### src/rtl/resv_pkg.sv
package resv_pkg;

  typedef struct packed {
    logic excl;
    logic rev;
    logic is_load;
    logic is_store;
  } lsu_dec_t;

endpackage

### src/rtl/resv_decode.sv
module resv_decode
  import resv_pkg::*;
#(
  parameter int IW       = 32,
  parameter int EXCL_BIT = 10,
  parameter int REV_BIT  = 9
) (
  input  logic          req_valid,
  input  logic          req_store,
  input  logic          req_imm_form,
  input  logic [IW-1:0] req_instr,
  output lsu_dec_t      dec
);

  logic reg_form;
  assign reg_form = req_valid && !req_imm_form;

  always_comb begin
    dec.excl     = reg_form && req_instr[EXCL_BIT];
    dec.rev      = reg_form && req_instr[REV_BIT];
    dec.is_load  = req_valid && !req_store;
    dec.is_store = req_valid && req_store;
  end

endmodule

### src/rtl/resv_addr_reg.sv
module resv_addr_reg #(
  parameter int AW = 32
) (
  input  logic          clk,
  input  logic          rst_n,
  input  logic          trap_evt,
  input  logic          set_en,
  input  logic [AW-1:0] set_addr,
  output logic [AW-1:0] resv
);

  localparam logic [AW-1:0] NONE = {AW{1'b1}};

  always_ff @(posedge clk or negedge rst_n) begin
    if (!rst_n)        resv <= NONE;
    else if (trap_evt) resv <= NONE;
    else if (set_en)   resv <= set_addr;
  end

  assert_trap_clear_R8: assert property (@(posedge clk) disable iff (!rst_n)
    trap_evt |=> resv == NONE);

  assert_lwx_record_R4: assert property (@(posedge clk) disable iff (!rst_n)
    (set_en && !trap_evt) |=> resv == $past(set_addr));

  assert_hold_R10: assert property (@(posedge clk) disable iff (!rst_n)
    (!set_en && !trap_evt) |=> $stable(resv));

endmodule

### src/rtl/resv_store_gate.sv
module resv_store_gate
  import resv_pkg::*;
#(
  parameter int AW = 32
) (
  input  logic          clk,
  input  logic          rst_n,
  input  lsu_dec_t      dec,
  input  logic [AW-1:0] word_addr,
  input  logic [AW-1:0] resv,
  output logic          match,
  output logic          mem_we,
  output logic          carry_we,
  output logic          carry_val
);

  logic xs_fire, xl_fire;
  assign xs_fire = dec.excl && dec.is_store;
  assign xl_fire = dec.excl && dec.is_load;
  assign match   = (word_addr == resv);

  always_comb begin
    mem_we    = 1'b0;
    carry_we  = 1'b0;
    carry_val = 1'b0;
    if (xs_fire) begin
      carry_we  = 1'b1;
      carry_val = !match;
      mem_we    = match;
    end else if (xl_fire) begin
      carry_we  = 1'b1;
    end else if (dec.is_store) begin
      mem_we    = 1'b1;
    end
  end

  assert_swx_fail_R6: assert property (@(posedge clk) disable iff (!rst_n)
    (xs_fire && !match) |-> (!mem_we && carry_val));

  assert_swx_pass_R5: assert property (@(posedge clk) disable iff (!rst_n)
    (xs_fire && match) |-> (mem_we && !carry_val));

  assert_lwx_carry_R4: assert property (@(posedge clk) disable iff (!rst_n)
    xl_fire |-> (carry_we && !carry_val && !mem_we));

  assert_plain_carry_R10: assert property (@(posedge clk) disable iff (!rst_n)
    !dec.excl |-> !carry_we);

endmodule

### src/rtl/resv_monitor.sv
module resv_monitor
  import resv_pkg::*;
#(
  parameter int AW       = 32,
  parameter int IW       = 32,
  parameter int EXCL_BIT = 10,
  parameter int REV_BIT  = 9
) (
  input  logic          clk,
  input  logic          rst_n,
  input  logic          req_valid,
  input  logic          req_store,
  input  logic          req_imm_form,
  input  logic [IW-1:0] req_instr,
  input  logic [AW-1:0] req_addr,
  input  logic          trap_evt,
  output logic [AW-1:0] acc_addr,
  output logic          align_chk_en,
  output logic          byte_rev,
  output logic          mem_we,
  output logic          carry_we,
  output logic          carry_val
);

  function automatic logic [AW-1:0] word_of(input logic [AW-1:0] a);
    return {a[AW-1:2], 2'b00};
  endfunction

  lsu_dec_t      dec;
  logic [AW-1:0] word_addr;
  logic [AW-1:0] resv;
  logic          match;
  logic          resv_set;

  resv_decode #(.IW(IW), .EXCL_BIT(EXCL_BIT), .REV_BIT(REV_BIT)) u_dec (
    .req_valid    (req_valid),
    .req_store    (req_store),
    .req_imm_form (req_imm_form),
    .req_instr    (req_instr),
    .dec          (dec)
  );

  assign word_addr    = word_of(req_addr);
  assign acc_addr     = dec.excl ? word_addr : req_addr;
  assign align_chk_en = req_valid && !dec.excl;
  assign byte_rev     = dec.rev;
  assign resv_set     = dec.excl && dec.is_load;

  resv_addr_reg #(.AW(AW)) u_resv (
    .clk      (clk),
    .rst_n    (rst_n),
    .trap_evt (trap_evt),
    .set_en   (resv_set),
    .set_addr (word_addr),
    .resv     (resv)
  );

  resv_store_gate #(.AW(AW)) u_gate (
    .clk       (clk),
    .rst_n     (rst_n),
    .dec       (dec),
    .word_addr (word_addr),
    .resv      (resv),
    .match     (match),
    .mem_we    (mem_we),
    .carry_we  (carry_we),
    .carry_val (carry_val)
  );

  assert_align_R3: assert property (@(posedge clk) disable iff (!rst_n)
    dec.excl |-> (acc_addr[1:0] == 2'b00 && !align_chk_en));

  assert_sentinel_never_matches_R1: assert property (@(posedge clk) disable iff (!rst_n)
    (resv == {AW{1'b1}}) |-> !match);

endmodule

### config.mk
export PLATFORM = sky130hd
export DESIGN_NAME = resv_monitor
export DESIGN_NICKNAME = d
export VERILOG_FILES = /design/src/rtl/resv_pkg.sv /design/src/rtl/resv_decode.sv /design/src/rtl/resv_addr_reg.sv /design/src/rtl/resv_store_gate.sv /design/src/rtl/resv_monitor.sv
export SDC_FILE = /design/constraint.sdc
export NUM_CORES = 1
export LEC_CHECK = 0
export BUFFER_PORTS_ARGS = -buffer_cell sky130_fd_sc_hd__buf_4
export CAP_MARGIN = 20
export CORE_ASPECT_RATIO = 0.6
export CORE_UTILIZATION = 40
export CTS_CLUSTER_SIZE = 28
export DETAILED_ROUTE_END_ITERATION = 7
export HOLD_SLACK_MARGIN = 0.05
export PLACE_DENSITY = 0.75
export REMOVE_ABC_BUFFERS = 1
export SYNTH_ARGS = -nofsm -noshare
export SYNTH_HDL_FRONTEND = slang
export SYNTH_HIERARCHICAL = 1
export SYNTH_SLANG_ARGS = --single-unit
### constraint.sdc
create_clock -name clk -period 2.25 [get_ports clk]
set_clock_uncertainty 0.1 [all_clocks]
set_input_delay 0.225 -clock clk [delete_from_list [all_inputs] [get_ports clk]]
set_output_delay 0.225 -clock clk [all_outputs]
set_load 0.01 [all_outputs]
; ---- Yosys cells after proc, flatten, opt, wreduce, memory -nomap -nowiden
; Cells that the tools add are included.
[classes]
n_addsub = 0
n_mul = 0
div = 0
n_lt_le_gt_ge = 0
n_eq_ne = 1
n_shift = 0
n_mux = 9
bitwise_logic = 0
n_reduce_logical = 13
[op_table]
columns = operator, count
row1 = 32-bit two-way mux, 2
row2 = 32-bit == test, 1
row3 = 1-bit logical AND, 8
row4 = 1-bit two-way mux, 6
row5 = 1-bit logical NOT, 4
row6 = 2-bit two-way mux, 1
row7 = 2-bit nonzero test, 1
[totals]
ff_bits = 32
latchBits = 0
ram_bits = 0
romBits = 0
input_bits = 70
output_inout_bits = 37
word_cells = 24
mem_count = 0

; ---- Logic depth before layout (Yosys ltp)
; Gate-level depths: netlist of the first run.
[depth]
word_depth = 6
mapped_depth = 6

; ---- Modules after synthesis
; Netlist of the first run, hierarchy kept.
[by_module_without_submodules]
columns = module, instances, cells_per_inst, area_per_inst_um2
row1 = resv_addr_reg, 1, 106, 1418.9
row2 = resv_store_gate, 1, 48, 372.9
row3 = resv_monitor, 1, 35, 254.0
row4 = resv_decode, 1, 4, 33.8

; ---- Worst setup path before layout of the first run
; No wires, ideal clock.
[synth_path]
kind = register -> output
start = reg u_resv.resv[31]
end = out mem_we
arrival_ps = 1295
required_time_ps = 1925
path_slack_ps = 630
stages_incl_launch_ff = 6
path_buffers = 0
cell_sequence = dfstp_2 > xor2_1 > nor4_1 > nand4_1 > o21ai_1 > and2_1
[synth_between]
elab_chain_len = 2
[synth_rtl]
columns = element, line
row1 = start: declaration, resv_addr_reg.sv:9  ; output logic [AW-1:0] resv
row2 = start signal: assignment, resv_addr_reg.sv:17  ; else if (set_en) resv <= set_addr;
row3 = 32-bit == test, resv_store_gate.sv:20  ; assign match = (word_addr == resv);
row4 = 1-bit two-way mux, resv_store_gate.sv:26  ; if (xs_fire) begin
row5 = end: declaration, resv_monitor.sv:20  ; output logic mem_we,
; Every way passes these cells.

; ---- Final worst setup path of the first run
[layout_path]
start = reg u_resv.resv[2]
end = out mem_we
; Same word-level chain as after synthesis.

==> results of run 1 <==
[cell type report]
cell class                      instances  area share, %
Timing Repair Buffer                   77          23.09
Sequential cell                        32          32.88
Multi-Input combinational cell        122          37.18
Tap cell                               63          3.082
Clock buffer                            6          3.229
Inverter                                1         0.1468
Clock inverter                          2         0.3914
[critical path, stage by stage, from the launching register on]
cell     delay [ns]
dfstp_2        0.54
xor2_1         0.07
nor4_2         0.36
nand4_1        0.15
o21ai_1        0.16
and2_1         0.14
buf_4          0.11
[power by group]
part	internal, mW	switching (mW)
Clock	0.244	0.204
Combinational	0.127	0.115
Sequential	0.599	0.00729
[stage by stage]
step	power (mW)	std cells	utilization (%)	instance area (um^2)
3_5_place_dp	0.8542	295	51.06	2440
6_report	1.297	303	53.52	2557
5_1_grt	1.371	303	53.52	2557
2_1_floorplan	0.6818	155	-	1769
3_3_place_gp	0.8503	295	51.06	2440
4_1_cts	1.319	303	53.13	2539
[path summary, 6_finish.rpt]
path	from	end	slack (ns)
worst max-delay path	u_resv/resv[2]	mem_we	0.12
worst min-delay path	rst_n	u_resv/resv[29]	0.07
worst max register to register	u_resv/resv[2]	u_resv/resv[2]	1.30
worst min register to register	u_resv/resv[27]	u_resv/resv[27]	0.65
max in group asynchronous	rst_n	u_resv/resv[0]	1.94
min in group clk	req_addr[6]	u_resv/resv[6]	0.08
[what timing repair did]
action,CTS,global route
gates cloned,0,0
setup buffers,0,0
pin swaps,0,4
gates resized for setup,1,3
setup endpoints to repair,1,1
[cell usage in the layout (no fill, tap or decap), drive strengths merged]
cell type,instances
a211o,32
and2,3
and2b,5
and3b,2
buf,77
clkbuf,6
clkinv,2
conb,4
dfstp,32
inv,1
nand4,2
nor2,1
nor2b,31
nor4,8
o21a,1
o21ai,1
xor2,32
[routing by layer]
layer  global-route usage (%)  part of all wire (%)  vias to the layer above
met1                    21.49                    51                      677
met2                    21.38                    43                       50
li1                         -                     -                      715
met4                    1.299                     0                        0
met3                    4.331                   6.0                        0
met5                        0                     0                        -
==> key figures, run 1 <==
GRT
  • Total Routing Usage GR: 14.42%
  • First-pass GRT wire length: 6058 um
  • Initial antenna violation count: 0
  • Grt ovf: 0
  • Vias in the first global route: 1,298
  • Pin count of the biggest net entering global routing: 65

Flow run
  • Max cap viols: 0

Timing
  • Final Setup Violations: 0
  • Setup WS post-layout: 0.1202 ns
  • Fin Hold WS: roughly 0.075 ns
  • Hold Fails Final Rpt: 0
  • Peak Freq: 469.5 MHz
  • Period utilization: a little over nine tenths
  • RSZ-0062 raised after global routing: yes
  • Final min period: 2.130 ns
  • Setup tns final: 0 ns
  • Slew Viols, Final: 0

Die
  • Die X: 95 um
  • Die Area: 5491 um^2
  • Core area: around 4800 um^2
  • Site Rows: 19
  • Top Ports: 107
  • Die Ht: just under 60 um
  • Initial core utilization: 43.44%

Detailed routing
  • Final ANT Viol Nets: 0
  • Final WL: 3925 um
  • # DRC: 0
  • Initial DRC count: 26
  • Routed WL per cell: around 13 um
  • Via density: 4.759
  • Vias: 1,442
  • TritonRoute pass-1 iters: 4

Logic synthesis
  • Synthesized area: ~2100 um^2
  • Ys Warns: 6
  • Cell count after synthesis: roughly 190
  • Syn avg cell area: 10.81 um^2

Critical path
  • Crit-path max FO: 2
  • Worst setup EP type: output pin
  • WS Path Type: flip-flop to output pin
  • Worst setup SP type: flip-flop
  • Worst R2R Path Depth: 2
  • CP required: between 1.5 and 2 ns
  • Critical path arrival: 1.80 ns

Layout
  • Antenna diodes: 0
  • Reg with most FFs: u_resv/resv
  • Share of layout cells above drive strength 1: 51.67%
  • Max FFs per register: 32
  • Top Registers: u_resv/resv x32
  • Area delta synth->final: 23.21%
  • Final net count: roughly 300
  • Fillcell total: 440
  • FF+latch area: roughly 840 um^2
  • Area taken by multi-input logic gates: 950.9 um^2

Place
  • IO Port Bufs: 76
  • Setup WS pre-CTS: 0.3100 ns
  • Hpwl dp: 2699 um
  • GPL Wtd Cong: 0.6792

Clocking
  • Clock sink count: 32
  • # H-tree levels: 2
  • Skew-Pair Late Insertion Delay: 0.27 ns
  • Hold Buf Count CTS: 0
  • Clock Tree Root: clkbuf_8
  • CTS buffer count: 5
  • Clk pin slew, worst setup/hold paths: 0.07 ns
  • Clk buf depth: 2
  • CTS tree: done

Power
  • Pwr dens: 507.0 nW/um^2
  • Leakage: 0.9842 nW
  • Maximum vdd drop: 0.3310 mV

Outcome
  • Run status: finished, final reports clean

Min path
  • HP Class: input pin to asynchronous set/reset pin
(Power assumes the default switching activity.)
==> run 2, diff against run 1 <==
--- a/config.mk
+++ b/config.mk
@@ -5,14 +5,14 @@
 export SDC_FILE = /design/constraint.sdc
 export NUM_CORES = 1
 export LEC_CHECK = 0
-export BUFFER_PORTS_ARGS = -buffer_cell sky130_fd_sc_hd__buf_4
 export CAP_MARGIN = 20
 export CORE_ASPECT_RATIO = 0.6
 export CORE_UTILIZATION = 40
 export CTS_CLUSTER_SIZE = 28
 export DETAILED_ROUTE_END_ITERATION = 7
+export DONT_BUFFER_PORTS = 1
 export HOLD_SLACK_MARGIN = 0.05
-export PLACE_DENSITY = 0.75
+export PLACE_DENSITY = 0.57
 export REMOVE_ABC_BUFFERS = 1
 export SYNTH_ARGS = -nofsm -noshare
 export SYNTH_HDL_FRONTEND = slang
==> key figures, run 2 (same netlist as run 1, synthesis figures left out) <==
Detailed routing
  • Final ANT Viol Nets: 0
  • Initial DRC count: 38
  • TritonRoute pass-1 iters: 4
  • Final WL: a little over 4000 um
  • Vias: ~1.3k
  • Routed WL per cell: 15.37 um
  • # DRC: 0
  • Via density: 4.932

Layout
  • Area taken by multi-input logic gates: 948.4 um^2
  • Antenna diodes: 0
  • Final net count: about 270
  • Finished Core Util: about half
  • Max FFs per register: 32
  • Post-route insts no fill: 263
  • Top Registers: u_resv/resv x32
  • Most frequent cells in the layout: xor2_1 (32), a211o_1 (32), dfstp_2 (32)
  • Share of layout cells above drive strength 1: 25.50%
  • Area delta synth->final: 12.84%
  • Reg with most FFs: u_resv/resv
  • FF+latch area: 840.8 um^2
  • Fillcell total: 438
  • Cell area after layout: 2342 um^2

Timing
  • Peak Freq: around 470 MHz
  • RSZ-0062 raised after global routing: no
  • Hold Fails Final Rpt: 0
  • Period utilization: between 90 and 100%
  • Final min period: 2.149 ns
  • Slew Viols, Final: 0
  • Setup tns final: 0 ns
  • Final Setup Violations: 0

Critical path
  • Worst R2R Path Depth: 3
  • Crit-path max FO: 2
  • Worst r2r src: u_resv/resv[31]
  • Worst setup EP type: output pin
  • WS Path Type: flip-flop to output pin
  • Worst setup SP type: flip-flop
  • Reg2Reg Capture Point: u_resv/resv[31]
  • CP required: 1.92 ns
  • Worst R2R Setup Slack: 0.76 ns
  • Critical path arrival: 1.82 ns

GRT
  • Total Routing Usage GR: between 15 and 20%
  • Vias in the first global route: approximately 1.3k
  • First-pass GRT wire length: around 6600 um
  • Pin count of the biggest net entering global routing: 33
  • Initial antenna violation count: 0
  • Grt ovf: 0

Clocking
  • Clk buf depth: 2
  • CTS tree: done
  • Skew-Pair Late Insertion Delay: roughly 0.28 ns
  • Clock sink count: 32
  • Clk pin slew, worst setup/hold paths: 0.06 ns
  • # H-tree levels: 2
  • CTS buffer count: 5
  • Clock Tree Root: clkbuf_8

Place
  • Hpwl dp: 2632 um
  • IO Port Bufs: 0
  • Placed inst area: 1879 um^2
  • GPL Wtd Cong: 0.6983
  • Placed Instances: 222

Die
  • Die X: approximately 95 um
  • Die Area: 5491 um^2
  • Site Rows: 19
  • Initial core utilization: 43.44%
  • Die Ht: 57.80 um
  • Core area: 4778 um^2
  • Top Ports: roughly 110

Min path
  • HP Class: input pin to flip-flop
  • Worst hold path stage count: 2
  • HP Start: trap_evt
  • Worst Hold End: u_resv/resv[11]

Flow run
  • Max cap viols: 0

Outcome
  • Run status: finished, final reports clean

Power
  • Maximum vdd drop: about 0.27 mV
  • Leakage: between 0.7 and 0.8 nW
  • Pwr dens: a little over 500 nW/um^2
[run 2: changes by cell type in the layout (fill, tap and decap cells not counted), sizes merged]
| cell | delta |
|---|---|
| buf | -71 |
| clkbuf | +2 |
| clkinv | -2 |
| dlygate4sd3 | +31 |
[run 2: metrics by stage]
step | hold WS (ns) | total power [mW] | worst slack [ns]
after global routing | 0.1551 | 1.283 | 0.003942
after floorplan | -0.02284 | 0.6818 | -0.1117
final | 0.1580 | 1.213 | 0.1010
after CTS | 0.1480 | 1.236 | 0.04890
after global placement | -0.02085 | 0.6930 | 0.3668
after detailed placement | -0.02053 | 0.6964 | 0.3168
[run 2: cell type report]
type / count / share of cell area (%)
inverters: 1 / 0.1603
well taps: 63 / 3.365
clock buffers: 8 / 3.846
repair buffers: 37 / 16.24
multi-input cells: 122 / 40.49
flip-flops and latches: 32 / 35.90
[run 2: repair_timing]
item	CTS	global route
endpoints found under the hold margin	64	0
endpoints found under the setup margin	1	1
pin swaps	0	1
hold buffers	33	0
setup buffers	0	0
resized for setup	1	3
[run 2: worst max path at each step]
stage	startpoint	to	slack [ns]	cells after the start
6_report	u_resv/resv[19]	mem_we	0.10	5
5_1_grt	u_resv/resv[6]	mem_we	0.004	5
4_1_cts	u_resv/resv[31]	mem_we	0.05	5
3_5_place_dp	u_resv/resv[23]	mem_we	0.32	5
3_3_place_gp	u_resv/resv[31]	mem_we	0.37	5
2_1_floorplan	req_imm_form	u_resv/resv[1]	-0.11	4
[run 2: layer usage]
| layer | vias to the layer above | GRT usage [%] | wire length [um] |
|---|---|---|---|
| met5 | - | 0 | 0 |
| met4 | 0 | 5.844 | 33 |
| met3 | 5 | 5.249 | 263 |
| met2 | 33 | 24.77 | 1920 |
| met1 | 622 | 21.00 | 1825 |
| li1 | 637 | - | - |
[run 2: power by group]
part           total, mW  switching (mW)  internal [mW]
Combinational      0.158          0.0716         0.0868
Clock              0.448           0.199          0.249
Sequential         0.607         0.00752          0.599
Total               1.21           0.278          0.935
[run 2: critical path, stage by stage, from the launching register on]
cell and delay, ns:
dfstp_2 0.53, xor2_1 0.06, nor4_1 0.43, nand4_1 0.17
o21ai_2 0.15, and2_1 0.20
